==> src/rtl/ftap_pkg.sv <==
package ftap_pkg;
    localparam int VAL_W   = 8;
    localparam int LEN_W   = 16;
    localparam int CNT_W   = LEN_W;
    localparam int SUM_W   = VAL_W + CNT_W;
    localparam int SQ_W    = 2 * VAL_W + CNT_W;
    localparam int NBINS   = 8;
    localparam int BSEL_W  = $clog2(NBINS);
    localparam int BIN_W   = 8;
    localparam int HIST_W  = NBINS * BIN_W;
    localparam int SEQ_W   = 8;
    localparam int DROP_W  = 8;
    localparam int SEL_W   = 3;

    typedef enum logic [SEL_W-1:0] {
        SEL_SUM   = 3'd0,
        SEL_SQSUM = 3'd1,
        SEL_MIN   = 3'd2,
        SEL_MAX   = 3'd3,
        SEL_HIST  = 3'd4,
        SEL_OUTL  = 3'd5
    } stat_sel_e;

    typedef struct packed {
        logic [CNT_W-1:0] count;
        logic [SUM_W-1:0] sum;
        logic [SQ_W-1:0]  sq;
        logic [VAL_W-1:0] vmin;
        logic [VAL_W-1:0] vmax;
        logic [CNT_W-1:0] outl;
    } tap_stats_t;

    function automatic tap_stats_t stats_init();
        tap_stats_t s;
        s.count = '0;
        s.sum   = '0;
        s.sq    = '0;
        s.vmin  = '1;
        s.vmax  = '0;
        s.outl  = '0;
        return s;
    endfunction

    function automatic logic [BIN_W-1:0] bin_bump(input logic [BIN_W-1:0] b);
        return (&b) ? b : b + BIN_W'(1);
    endfunction
endpackage

==> src/rtl/ftap_frame_timer.sv <==
module ftap_frame_timer
    import ftap_pkg::*;
(
    input  logic             clk,
    input  logic             rst,
    input  logic [LEN_W-1:0] frame_len,
    input  logic [SEL_W-1:0] stat_sel,
    output logic             last,
    output stat_sel_e        cur_sel
);
    logic [LEN_W-1:0] cyc;
    logic [LEN_W-1:0] cur_len;
    logic [LEN_W-1:0] eff_len;

    assign eff_len = (frame_len == '0) ? LEN_W'(1) : frame_len;
    assign last    = (cyc == cur_len - LEN_W'(1));

    always_ff @(posedge clk) begin
        if (rst || last) begin
            cyc     <= '0;
            cur_len <= eff_len;
            cur_sel <= stat_sel_e'(stat_sel);
        end else begin
            cyc     <= cyc + LEN_W'(1);
        end
    end


    cyc_bound_chk: assert property (@(posedge clk) disable iff (rst)
        cyc < cur_len);


    len_hold_chk: assert property (@(posedge clk) disable iff (rst)
        !last |=> $stable(cur_len) && $stable(cur_sel));
endmodule

==> src/rtl/ftap_accum.sv <==
module ftap_accum
    import ftap_pkg::*;
(
    input  logic             clk,
    input  logic             rst,
    input  logic             tap_valid,
    input  logic [VAL_W-1:0] tap_value,
    input  logic [VAL_W-1:0] out_thr,
    input  logic             last,
    output tap_stats_t       upd
);
    tap_stats_t acc;

    always_comb begin
        upd = acc;
        if (tap_valid) begin
            upd.count = acc.count + CNT_W'(1);
            upd.sum   = acc.sum + SUM_W'(tap_value);
            upd.sq    = acc.sq + SQ_W'(tap_value) * SQ_W'(tap_value);
            if (tap_value < acc.vmin) upd.vmin = tap_value;
            if (tap_value > acc.vmax) upd.vmax = tap_value;
            if (tap_value > out_thr)  upd.outl = acc.outl + CNT_W'(1);
        end
    end

    always_ff @(posedge clk) begin
        if (rst || last) acc <= stats_init();
        else             acc <= upd;
    end


    range_order_chk: assert property (@(posedge clk) disable iff (rst)
        (acc.count != '0) |-> (acc.vmin <= acc.vmax));


    outl_bound_chk: assert property (@(posedge clk) disable iff (rst)
        acc.outl <= acc.count);
endmodule

==> src/rtl/ftap_histogram.sv <==
module ftap_histogram
    import ftap_pkg::*;
(
    input  logic              clk,
    input  logic              rst,
    input  logic              tap_valid,
    input  logic [VAL_W-1:0]  tap_value,
    input  logic              last,
    output logic [HIST_W-1:0] hist_upd
);
    logic [BSEL_W-1:0] bin_idx;
    assign bin_idx = tap_value[VAL_W-1 -: BSEL_W];

    for (genvar b = 0; b < NBINS; b++) begin : g_bin
        logic [BIN_W-1:0] cnt;
        logic [BIN_W-1:0] nxt;

        assign nxt = (tap_valid && bin_idx == BSEL_W'(b)) ? bin_bump(cnt) : cnt;
        assign hist_upd[b*BIN_W +: BIN_W] = nxt;

        always_ff @(posedge clk) begin
            if (rst || last) cnt <= '0;
            else             cnt <= nxt;
        end


        bin_sat_chk: assert property (@(posedge clk) disable iff (rst)
            (&cnt) && !last |=> (&cnt));
    end
endmodule

==> src/rtl/ftap_collector.sv <==
module ftap_collector
    import ftap_pkg::*;
(
    input  logic              clk,
    input  logic              rst,
    input  logic              tap_valid,
    input  logic [7:0]        tap_value,
    input  logic [15:0]       frame_len,
    input  logic [2:0]        stat_sel,
    input  logic [7:0]        out_thr,
    output logic              rec_valid,
    input  logic              rec_ready,
    output logic [7:0]        rec_seq,
    output logic [2:0]        rec_sel,
    output logic [15:0]       rec_count,
    output logic [31:0]       rec_value,
    output logic [63:0]       rec_hist,
    output logic              rec_range_ok,
    output logic [7:0]        rec_dropped
);
    logic              last;
    stat_sel_e         cur_sel;
    tap_stats_t        upd;
    logic [HIST_W-1:0] hist_upd;
    logic [SQ_W-1:0]   pick_value;
    logic [HIST_W-1:0] pick_hist;
    logic [SEQ_W-1:0]  seq_ctr;
    logic [DROP_W-1:0] drop_ctr;
    logic              slot_free;

    ftap_frame_timer u_timer (
        .clk(clk), .rst(rst), .frame_len(frame_len), .stat_sel(stat_sel),
        .last(last), .cur_sel(cur_sel)
    );

    ftap_accum u_accum (
        .clk(clk), .rst(rst), .tap_valid(tap_valid), .tap_value(tap_value),
        .out_thr(out_thr), .last(last), .upd(upd)
    );

    ftap_histogram u_hist (
        .clk(clk), .rst(rst), .tap_valid(tap_valid), .tap_value(tap_value),
        .last(last), .hist_upd(hist_upd)
    );

    always_comb begin
        pick_value = '0;
        pick_hist  = '0;
        case (cur_sel)
            SEL_SUM:   pick_value = SQ_W'(upd.sum);
            SEL_SQSUM: pick_value = upd.sq;
            SEL_MIN:   pick_value = SQ_W'(upd.vmin);
            SEL_MAX:   pick_value = SQ_W'(upd.vmax);
            SEL_HIST:  pick_hist  = hist_upd;
            SEL_OUTL:  pick_value = SQ_W'(upd.outl);
            default:   pick_value = '0;
        endcase
    end

    assign slot_free = !rec_valid || rec_ready;

    always_ff @(posedge clk) begin
        if (rst) begin
            rec_valid    <= 1'b0;
            rec_seq      <= '0;
            rec_sel      <= '0;
            rec_count    <= '0;
            rec_value    <= '0;
            rec_hist     <= '0;
            rec_range_ok <= 1'b0;
            rec_dropped  <= '0;
            seq_ctr      <= '0;
            drop_ctr     <= '0;
        end else begin
            if (rec_valid && rec_ready) rec_valid <= 1'b0;
            if (last) begin
                seq_ctr <= seq_ctr + SEQ_W'(1);
                if (slot_free) begin
                    rec_valid    <= 1'b1;
                    rec_seq      <= seq_ctr;
                    rec_sel      <= cur_sel;
                    rec_count    <= upd.count;
                    rec_value    <= pick_value;
                    rec_hist     <= pick_hist;
                    rec_range_ok <= (upd.count != '0);
                    rec_dropped  <= drop_ctr;
                    drop_ctr     <= '0;
                end else if (!(&drop_ctr)) begin
                    drop_ctr <= drop_ctr + DROP_W'(1);
                end
            end
        end
    end


    rec_hold_chk: assert property (@(posedge clk) disable iff (rst)
        rec_valid && !rec_ready |=> rec_valid && $stable(rec_seq) && $stable(rec_value)
            && $stable(rec_count) && $stable(rec_hist) && $stable(rec_dropped));


    drop_cause_chk: assert property (@(posedge clk) disable iff (rst)
        (drop_ctr != '0 && drop_ctr != $past(drop_ctr)) |-> $past(rec_valid && !rec_ready));


    range_flag_chk: assert property (@(posedge clk) disable iff (rst)
        rec_valid |-> (rec_range_ok == (rec_count != '0)));
endmodule

==> config.mk <==
export PLATFORM = sky130hd
export DESIGN_NAME = ftap_collector
export DESIGN_NICKNAME = d
export VERILOG_FILES = /design/src/rtl/ftap_pkg.sv /design/src/rtl/ftap_frame_timer.sv /design/src/rtl/ftap_accum.sv /design/src/rtl/ftap_histogram.sv /design/src/rtl/ftap_collector.sv
export SDC_FILE = /design/constraint.sdc
export NUM_CORES = 1
export LEC_CHECK = 0
export BUFFER_PORTS_ARGS = -buffer_cell sky130_fd_sc_hd__buf_4
export CAP_MARGIN = 20
export CORE_ASPECT_RATIO = 0.6
export CORE_MARGIN = 1
export CORE_UTILIZATION = 41
export DETAILED_ROUTE_END_ITERATION = 8
export PLACE_DENSITY = 0.66
export SLEW_MARGIN = 20
export SYNTH_ARGS = -nofsm -noshare
export SYNTH_HDL_FRONTEND = slang
export SYNTH_SLANG_ARGS = --single-unit
==> constraint.sdc <==
create_clock -name clk -period 6.2 [get_ports clk]
set_input_delay 0.31 -clock clk [delete_from_list [all_inputs] [get_ports clk]]
set_output_delay 0.31 -clock clk [all_outputs]
set_load 0.01 [all_outputs]
# Word level (Yosys, flattened, before mapping)
# Index checks and enable logic that the tools add are counted.
# Widths: inputs -> output; s select.
# classes
n_eq_ne	14
n_addsub	16
muxes	27
n_mul	1
magnitude_cmp	3
reduce_logical	27
# ops
op	n
$mux 8	20
$pmux 32 s5	1
$mux 104	1
$add 8x1->8 const B	10
$reduce_and 8->1	9
$mux 64	1
$add 16x1->16 const B	3
$add 32x16->32	1
$add 24x8->24	1
$eq 3x3->1 const B	6
$eq 16x16->1	1
$gt 8x8->1	2
$logic_not 16->1	1
$mul 8x8->16	1
$mux 16	1
$reduce_bool 16->1	1
$sub 16x1->16 const B	1
$eq 3x2->1 const B	4
$logic_and 1x1->1	9
$lt 8x8->1	1
$eq 3x1->1 const B	2
$logic_not 3->1	2
$reduce_and 2->1	2
$mux 1	3
other kinds (3)	4
# totals
output_inout_bits	133
elab_cells	115
register_bits	352

# Longest topological paths before layout
# Gate-level depths: netlist of the first run.
# depth
depth_word	4
depth_mapped	20
depth_no_buf	19

# Hierarchy
# Synthesis of the first run repeated with hierarchy kept, for this count alone.
# unflattened
cells_unflattened	2119
area_unflattened_um2	19517.5
# by_module_without_submodules
mod	cells_per_inst	seq_area_each_um2	instances	area_each_um2
ftap_accum	931	2082.0	1	8037.7
ftap_collector	572	2982.9	1	5926.9
ftap_histogram	409	1281.2	1	3563.4
ftap_frame_timer	207	890.9	1	1989.4

# Least setup slack after synthesis of the first run
# OpenSTA, ideal clock, no wires.
# synth_path
kind	input to register
start	input port tap_value[6]
end	register rec_value[31]
setup_slack_ps	793
path_stages	18
n_path_buf	2
arrival_time_ps	5311
path_cell_list	clkbuf_1 > clkbuf_1 > and2_1 > inv_1 > fa_1 > inv_1 > fa_1 > fa_1 > fa_1 > ha_1 > and3_1 > a221oi_1 > o31a_1 > o41ai_1 > nand2_1 > nor4_1 > xnor2_1 > o41ai_2
# synth_via
elab_chain_len	4
# synth_lines
element	line_no	rtl
start: declaration	ftap_collector.sv:7	input logic [7:0] tap_value,
$mul 8x8->16	ftap_accum.sv:19	upd.sq = acc.sq + SQ_W'(tap_value) * SQ_W'(tap_value);
$add 32x16->32	ftap_accum.sv:19	
$mux 104	ftap_accum.sv:16	if (tap_valid) begin
$pmux 32 s5	ftap_collector.sv:49	case (cur_sel)
end signal: assignment	ftap_collector.sv:83	rec_value <= pick_value;
end: declaration	ftap_collector.sv:16	output logic [31:0] rec_value,
# No other way between the ends.
# A chain may end at the register's enable or synchronous reset.

# Worst setup path after layout of the first run
# layout_path
start	register u_accum.acc[39] (netlist name)
end	register rec_value[19]
# layout_via
elab_chain_len	3
# layout_lines
element	line_no	rtl
start: declaration	ftap_accum.sv:12	tap_stats_t acc;
start signal: assignment	ftap_accum.sv:27	if (rst || last) acc <= stats_init();
start signal: assignment	ftap_accum.sv:28	else acc <= upd;
$add 32x16->32	ftap_accum.sv:19	
$mux 104	ftap_accum.sv:16	
$pmux 32 s5	ftap_collector.sv:49	
# No other way between the ends.

==> impl_metrics.toml, run 1 <==
[power]
ir_worst_vdd_mv = 0.267
p_per_area_nw_per_um2 = 295
p_total_mw = 6.30
leakagePower_nw = 8.69

[yosys]
yosys.cell_count.top_type = "dfxtp_1"
synth_area_leaders = "dfxtp_1, ha_1, nor2_1, nand2_1, fa_1"
netlist.area_leader.share_pct = 36.4
seq_area_frac_synth_pct = 39.5
ys_warn_count = 0
ys_seq_elements = 352
synth_common_cells = "dfxtp_1, nor2_1, nand2_1"
synth.largest_area_cell = "dfxtp_1"
syn-num-nets = 2284
yosys_most_used_dff = "dfxtp_1"
synth_cell_types = 76
netlist_area_sq_um = 18300
synth_edf_count = 19
avgSynthCellArea_sq_um = 8.64
synth_cells = 2119
async_reset_ff_share_pct = 0

[sta]
setup_tns_ns = 0
rsz0062_at_grt = "no"
hold_viol_final = 0
fmax_ghz = 0.198
skew_ns = 0.0202
post-route-period-util_pct = 81.5
setup_violations = 0
timing.final.ws_setup_ns = 1.15
slew_headroom_pct = 26.1
post-route-min-period_ns = 5.05
worst_pin_slew_ns = 1.11
finalMaxSlewViolations = 0

[setup_path]
critPathCaptureType = "flip-flop"
crit_cells = 16
critPathLaunchType = "flip-flop"
crit_buf_inv = 3
max_stage_delay_ns = 0.55
path_cells = "inv_1 -> fa_1 -> inv_1 -> fa_1 -> fa_1 -> fa_1 -> ha_1 -> a21o_1 -> a221oi_1 -> o31a_1 -> o41ai_1 -> buf_4 -> nand3_1 -> xor2_1 -> o22ai_1 -> a22o_1"
setup.worst_path.class = "reg -> reg"
crit_family = "adder cells"
slowest_stage = "fa_1"
crit_fanout = 6
r2r_slack_ns = 1.15
crit_arrival_ns = 5.47
crit_top_cell = "fa_1"
required_ns = 6.62
reg2reg_depth = 16

[detailed_routing]
drt-vias-per-instance = 5.42
drc = 9
drtIter0Drc = 1401
ant_nets = 0
post_drt_wl_per_cell_microns = 17.8
dr_total_vias = 15400
wirelength_mm = 50.6
drt-pass1-iter-count = 7

[global_route]
grt_pass1_wl_mm = 80.6
grt_overflow = 0
grt_pass1_vias = 14600
grt_max_degree = 125
antenna_found_initial = 1
track_usage_pct = 22.1

[place]
place_hpwl_mm = 36.4
dpl_cell_area_sq_um = 20000
gp_congestion = 0.938
post-place-ws_ns = 0.860
dp.cells = 2768
io_buffers = 171

[die]
fp.dieH_microns = 166
rows = 59
fp.coreArea_sq_um = 43700
start_util_pct = 41.9
die_area_sq_um = 45500
fp.dieW_microns = 275
io_pins = 172

[clock_tree]
ctsRootBufferMaster = "clkbuf_16"
clk_latency_ns = 0.54
cts.sinks = 352
cts_made_buffers = 36
clockBufferDepth = 3
clk_pin_slew_worst_paths_ns = 0.06
htreeDepth = 2
post_cts_resized = 0
cts_tree = "done"
cts_setup_buffers = 0

[min_path]
hp-class = "in -> reg"
min_path_cells = 2

[layout]
design_area_sq_um = 21400
final_nets = 2411
finalNonFillerCells = 2851
drive_above_1_share_pct = 12.6
antennaDiodeCount = 0
synthToLayoutAreaGrowth_pct = 16.7

[run]
drv_cap = 0

[run_status]
violations = "design-rule violations"
status = "complete, but fails checks"
cells by family (layout without fill, tap and decap cells):
group	Yosys count	after routing	synth area share (%)
AOI/OAI and AO/OA	322	322	11.4
xor gates and xnor gates	146	146	6.99
adders and majority gates	126	126	10.2
buffers and inverters	228	381	4.96
DFF	352	352	39.5
muxes	61	61	3.41
and+or+nand+nor	884	884	23.5
sequential cells by signal, indices dropped and copies added, names as in the netlist, 16 cells and up:
name              count
u_timer.cur_len      16
rec_count            16
u_accum.acc         104
rec_hist             64
rec_value            32
u_hist.g_bin.cnt     64
u_timer.cyc          16
cell usage in the layout, fill, tap and decap left out, types with 68 or more instances in the layout:
cell / instances
nand3_1: 78
xor2_1: 68
xnor2_1: 78
ha_1: 88
inv_1: 107
nand2_1: 212
nor2_1: 268
dfxtp_1: 333
or3_1: 76
o21ai_0: 68
buf_4: 188
metal layers:
| metal | global-route usage [%] | wire (microns) | up-vias |
|---|---|---|---|
| met5 | 0 | 0 | - |
| met4 | 5.63 | 1090 | 0 |
| met1 | 33.1 | 24500 | 7252 |
| met2 | 30.8 | 20300 | 567 |
| met3 | 6.00 | 4720 | 67 |
| li1 | - | - | 7555 |
path summary, 6_finish.rpt:
kind,startpoint,to
setup / recovery,u_accum.acc[39],rec_value[19]
hold / removal,frame_len[0],u_timer.cur_len[0]
setup reg to reg,u_accum.acc[39],rec_value[19]
hold reg to reg,rec_hist[39],rec_hist[39]
repair_timing:
action / in CTS / in global routing
hold buffers: 19 / 0
setup endpoints to repair: 0 / 0
hold endpoints to repair: 21 / 0
power breakdown:
group / switching (mW) / internal [mW]
registers: 0.0803 / 2.35
clock network: 0.936 / 1.30
logic: 0.994 / 0.644
metrics by stage:
stage	utilization [%]	hold WS [ns]
final	48.9	0.0638
after global routing	48.9	0.0565
after CTS	48.9	0.0373
after detailed placement	45.7	0.442
after global placement	45.7	0.441
after floorplan	-	0.409
final cells by class:
cell class	instances	area, sq um
clock inverters	11	95.1
fillers	4133	22300
inverters	110	418
flip-flops and latches	352	7240
clock buffers	53	1120
well taps	579	724
repair buffers	207	1600
multi-input cells	1539	10200
Power figures use the tool's default switching activity.
==> run 2, diff against run 1 <==
--- a/config.mk
+++ b/config.mk
@@ -5,13 +5,14 @@
 export SDC_FILE = /design/constraint.sdc
 export NUM_CORES = 1
 export LEC_CHECK = 0
+export ABC_AREA = 1
 export BUFFER_PORTS_ARGS = -buffer_cell sky130_fd_sc_hd__buf_4
 export CAP_MARGIN = 20
 export CORE_ASPECT_RATIO = 0.6
 export CORE_MARGIN = 1
 export CORE_UTILIZATION = 41
 export DETAILED_ROUTE_END_ITERATION = 8
-export PLACE_DENSITY = 0.66
+export PLACE_DENSITY = 0.65
 export SLEW_MARGIN = 20
 export SYNTH_ARGS = -nofsm -noshare
 export SYNTH_HDL_FRONTEND = slang
==> constraint.sdc (replaced) <==
create_clock -name clk -period 4.75 [get_ports clk]
set_input_delay 0.2375 -clock clk [delete_from_list [all_inputs] [get_ports clk]]
set_output_delay 0.2375 -clock clk [all_outputs]
set_load 0.01 [all_outputs]
==> impl_metrics.toml, run 2 <==
[clock_tree]
clk_latency_ns = 0.54
clk_pin_slew_worst_paths_ns = 0.07
cts.sinks = 352
cts_made_buffers = 37
cts_tree = "done"
clockBufferDepth = 3
htreeDepth = 2
ctsRootBufferMaster = "clkbuf_16"

[setup_path]
crit_arrival_ns = 4.61
reg2reg_depth = 24
r2r_start = "u_accum.acc[36]"
crit_start = "u_accum.acc[36]"
crit_fanout = 4
max_stage_delay_ns = 0.54
r2r-end = "rec_value[21]"
critPathLaunchType = "flip-flop"
r2r_slack_ns = 0.61
required_ns = 5.22
path_cells = "inv_1 -> fa_1 -> fa_1 -> inv_1 -> ha_1 -> inv_1 -> fa_1 -> inv_1 -> fa_1 -> nand2_1 -> nand3_1 -> nand3_1 -> nand2_1 -> nand2_1 -> nand2_1 -> nand2_1 -> nand2_1 -> nand2_1 -> nand2_1 -> nand2_1 -> nand2_1 -> nand2_1 -> nand2_1 -> nand2_1"
critPathCaptureType = "flip-flop"
setup.worst_path.class = "reg -> reg"
crit_top_cell = "nand2_1"
slowest_stage = "fa_1"

[place]
gp_congestion = 0.907
io_buffers = 171
place_hpwl_mm = 42.0

[power]
p_switching_mw = 2.98
ir_worst_vdd_mv = 0.283
p_int_mw = 5.84
clockPowerShare_pct = 36.3
power_frac_seq_pct = 35.4
power_frac_comb_pct = 28.3
p_per_area_nw_per_um2 = 371
p_total_mw = 8.83
switching_share_pct = 33.8
leakagePower_nw = 11.0

[die]
rows = 63
fp.dieH_microns = 176
start_util_pct = 41.8
die_area_sq_um = 51400
fp.dieW_microns = 292
fp.coreArea_sq_um = 49600
io_pins = 172

[yosys]
avgSynthCellArea_sq_um = 6.78
seq_area_frac_synth_pct = 34.9
synth_area_leaders = "dfxtp_1, nand2_1, nand3_1, nor2_1, inv_1"
yosys_most_used_dff = "dfxtp_1"
syn-num-nets = 3218
synth_common_cells = "nand2_1, nor2_1, nand3_1"
netlist.area_leader.share_pct = 32.2
ys_seq_elements = 352
ys_warn_count = 0
synth_cells = 3053
synth.largest_area_cell = "dfxtp_1"
yosys.cell_count.top_type = "nand2_1"
synth_edf_count = 19
synth_cell_types = 46
netlist_area_sq_um = 20700
async_reset_ff_share_pct = 0

[detailed_routing]
dr_total_vias = 19300
drt-vias-per-instance = 5.01
drt-pass1-iter-count = 6
wirelength_mm = 57.2
ant_nets = 0
drtIter0Drc = 1546
drc = 0
post_drt_wl_per_cell_microns = 14.9

[min_path]
holdPathEnd = "drop_ctr[0]"
min_path_cells = 6
hp-start = "rec_ready"
hp-class = "in -> reg"

[sta]
slew_headroom_pct = 31.2
post-route-period-util_pct = 87.2
setup_violations = 0
setup_tns_ns = 0
rsz0062_at_grt = "no"
skew_ns = 0.0137
post-route-min-period_ns = 4.14
finalMaxSlewViolations = 0
worst_pin_slew_ns = 1.03
hold_viol_final = 0
fmax_ghz = 0.242

[layout]
antennaDiodeCount = 0
final_cell_mix = "nand2_1, nor2_1, nand3_1"
drive_above_1_share_pct = 9.48
synthToLayoutAreaGrowth_pct = 15.0
layout_commonest_cell = "nand2_1"
largest_reg_flops = 104
regMostFlops = "u_accum.acc"
top_regs = "u_accum.acc x104, rec_hist x64, u_hist.g_bin.cnt x64"
final_nets = 3335
fill_cells = 5002

[global_route]
grt_max_degree = 87
grt_pass1_vias = 17700
antenna_found_initial = 0
track_usage_pct = 22.2
grt_pass1_wl_mm = 92.9
grt_overflow = 0

[run_status]
status = "complete, no violations"

[run]
drv_cap = 0
-- run 2: power groups by stage --
stage	sequential (mW)	clock, mW	combinational, mW
after floorplan	3.18	0	1.85
after global placement	3.19	0	2.43
after detailed placement	3.19	0	2.43
after CTS	3.13	3.27	2.45
after global routing	3.13	3.40	2.87
final	3.13	3.20	2.50
-- run 2: metrics by stage --
stage,instance area [sq um],util [%],hold slack (ns),std cells,worst slack [ns]
floorplan,20700,-,0.336,3053,0.585
global placement,22300,45.0,0.418,3762,0.303
detailed placement,22300,45.0,0.419,3762,0.247
CTS,23800,48.1,0.133,3847,0.620
global route,23800,48.1,0.195,3847,0.322
finish,23800,48.1,0.157,3847,0.609
-- run 2: routing by layer --
layer	share of wire [%]	track usage, %	up-vias	wire (microns)
li1	-	-	9964	-
met1	52	34.4	8750	30000
met2	39	31.6	495	22500
met3	6.2	3.40	75	3530
met4	2.1	5.09	0	1210
met5	0	0	-	0
-- run 2: kinds of logic (layout without fill, tap and decap cells) --
kind of cell	Yosys count	in the layout	share of synthesized area (%)
multiplexers	14	14	0.677
AO/OA/AOI/OAI	217	217	5.61
adder cells (fa/ha/maj)	126	126	8.99
XOR/XNOR	77	77	3.26
AND/OR/NAND/NOR	1753	1753	36.2
flip-flops	352	352	34.9
buffers and inverters	514	658	10.3
-- run 2: repair_timing --
| item | in CTS | in global routing |
|---|---|---|
| hold buffers | 19 | 0 |
| buffers inserted | 0 | 0 |
| hold endpoints to repair | 19 | 0 |
| gates resized for setup | 0 | 0 |
-- run 2: worst max path at each step --
stage,to,cells after the start,slack [ns]
finish,rec_value[21],24,0.61
global route,rec_value[28],20,0.32
CTS,rec_value[21],24,0.62
detailed placement,rec_value[18],24,0.25
global placement,rec_value[18],23,0.30
floorplan,rec_value[18],24,0.59
-- run 2: final cells by class --
class	count	area, sq um	area share [%]
inverters	384	1450	6.07
clock buffers	51	1080	4.53
flip-flops and latches	352	7240	30.4
clock inverters	15	243	1.02
well taps	650	813	3.41
multi-input cells	2187	11400	47.7
repair buffers	208	1630	6.86
-- run 2: worst max-delay path: cells and delay by family, from the launching register on --
family | cells | cell delay [ns]
adder cells (fa/ha/maj) | 5 | 2.25
buffers and inverters | 4 | 0.24
flip-flops | 1 | 0.32
AND/OR/NAND/NOR | 15 | 1.27
==> run 3, diff against run 2 <==
--- a/config.mk
+++ b/config.mk
@@ -8,11 +8,13 @@
 export ABC_AREA = 1
 export BUFFER_PORTS_ARGS = -buffer_cell sky130_fd_sc_hd__buf_4
 export CAP_MARGIN = 20
+export CELL_PAD_IN_SITES_DETAIL_PLACEMENT = 1
+export CELL_PAD_IN_SITES_GLOBAL_PLACEMENT = 2
 export CORE_ASPECT_RATIO = 0.6
 export CORE_MARGIN = 1
-export CORE_UTILIZATION = 41
+export CORE_UTILIZATION = 34
 export DETAILED_ROUTE_END_ITERATION = 8
-export PLACE_DENSITY = 0.65
+export PLACE_DENSITY = 0.88
 export SLEW_MARGIN = 20
 export SYNTH_ARGS = -nofsm -noshare
 export SYNTH_HDL_FRONTEND = slang
==> impl_metrics.toml, run 3 (synthesized netlist as in run 2, its figures left out) <==
[setup_path]
reg2reg_depth = 24
max_stage_delay_ns = 0.54
crit_fanout = 4
crit_family = "adder cells"
required_ns = 5.27
slowest_stage = "fa_1"
path_cells = "inv_1 -> fa_1 -> fa_1 -> inv_1 -> ha_1 -> inv_1 -> fa_1 -> inv_1 -> fa_1 -> nand2_1 -> nand3_1 -> nand3_1 -> nand2_1 -> nand2_1 -> nand2_1 -> nand2_1 -> nand2_1 -> nand2_1 -> nand2_1 -> nand2_1 -> nand2_1 -> nand2_1 -> nand2_1 -> nand2_1"
setup.worst_path.class = "reg -> reg"
critPathCaptureType = "flip-flop"
crit_buf_inv = 4
crit_arrival_ns = 4.90
crit_top_cell = "nand2_1"
critPathLaunchType = "flip-flop"
crit_cells = 24

[place]
gp_congestion = 0.875
io_buffers = 171
place_hpwl_mm = 54.6
dp.cells = 3933

[detailed_routing]
wirelength_mm = 71.9
ant_nets = 0
drt-pass1-iter-count = 6
drt-vias-per-instance = 5.02
post_drt_wl_per_cell_microns = 17.9
drc = 0
dr_total_vias = 20200
drtIter0Drc = 1194

[layout]
finalNonFillerCells = 4023
drive_above_1_share_pct = 9.79
layout_commonest_cell = "nand2_1"
regMostFlops = "u_accum.acc"
largest_reg_flops = 104
final_cell_mix = "nand2_1, nor2_1, nand3_1"
top_regs = "u_accum.acc x104, rec_hist x64, u_hist.g_bin.cnt x64"
antennaDiodeCount = 0
final_nets = 3342
synthToLayoutAreaGrowth_pct = 16.2

[clock_tree]
ctsRootBufferMaster = "clkbuf_16"
cts_tree = "done"
post_cts_resized = 0
clk_latency_ns = 0.58
clk_pin_slew_worst_paths_ns = 0.06
clockBufferDepth = 3
cts_setup_buffers = 0
ctsHoldBuffers = 19
cts.sinks = 352
cts_made_buffers = 39
htreeDepth = 2

[die]
fp.dieH_microns = 193
fp.coreArea_sq_um = 59700
start_util_pct = 34.7
die_area_sq_um = 61900
rows = 69
fp.dieW_microns = 321
io_pins = 172

[sta]
post-route-period-util_pct = 92.3
fmax_ghz = 0.228
skew_ns = 0.0211
hold_viol_final = 0
finalMaxSlewViolations = 0
rsz0062_at_grt = "no"
hold_ws_ns = 0.147
setup_violations = 0
worst_pin_slew_ns = 1.12
post-route-min-period_ns = 4.38
setup_tns_ns = 0
slew_headroom_pct = 25.4

[global_route]
use_met1_pct = 34.0
grt_pass1_wl_mm = 114
met3_usage_pct = 3.55
track_usage_pct = 23.2
busiest_layer = "met2"
grt_max_degree = 103
grt_pass1_vias = 20800
grt_overflow = 0
grt_util_met2_pct = 36.2
antenna_found_initial = 0

[power]
leakagePower_nw = 11.0
switching_share_pct = 35.3
clockPowerShare_pct = 35.9
p_int_mw = 5.79
ir_worst_vdd_mv = 0.238
power_frac_seq_pct = 35.3
p_switching_mw = 3.16
p_total_mw = 8.95
power_frac_comb_pct = 28.9
p_per_area_nw_per_um2 = 372

[run]
drv_cap = 0

[min_path]
min_path_cells = 6
hp-class = "in -> reg"

[run_status]
status = "complete, no violations"
run 3: power groups by stage:
stage | Combinational (mW) | Clock (mW) | Sequential [mW]
floorplan | 1.85 | 0 | 3.18
global placement | 2.44 | 0 | 3.21
detailed placement | 2.55 | 0 | 3.22
CTS | 2.58 | 3.29 | 3.15
global route | 2.96 | 3.41 | 3.16
finish | 2.58 | 3.21 | 3.16
run 3: path summary, 6_finish.rpt:
| check | startpoint | end | slack, ns |
|---|---|---|---|
| setup / recovery | u_accum.acc[36] | rec_value[21] | 0.37 |
| hold / removal | rec_ready | drop_ctr[0] | 0.15 |
| setup reg to reg | u_accum.acc[36] | rec_value[21] | 0.37 |
| hold reg to reg | rec_hist[36] | rec_hist[36] | 0.47 |
run 3: routing by layer:
metal | vias up | share of wire [%]
met2 | 330 | 43
li1 | 9949 | -
met4 | 0 | 1.1
met5 | - | 0
met1 | 9855 | 51
met3 | 52 | 5.0
run 3: final cells by class:
cell class	instances	area (sq um)
fillers	7570	35600
multi-input cells	2187	11400
flip-flops and latches	352	7240
repair buffers	213	1660
inverters	384	1450
clock buffers	52	1140
well taps	816	1020
clock inverters	19	186
run 3: through the flow:
step | setup slack, ns | util, % | cell area (sq um)
2_1_floorplan | 0.585 | - | 20700
4_1_cts | 0.390 | 40.3 | 24100
3_3_place_gp | 0.190 | 37.8 | 22500
3_5_place_dp | 0.0763 | 37.8 | 22500
6_report | 0.366 | 40.3 | 24100
5_1_grt | 0.0921 | 40.3 | 24100
run 3: tightest hold or removal path: stages:
cell	delay (ns)
buf_4	0.08
nor2_1	0.11
nand2_1	0.09
nand3_1	0.07
nand2_1	0.06
nor2_1	0.03
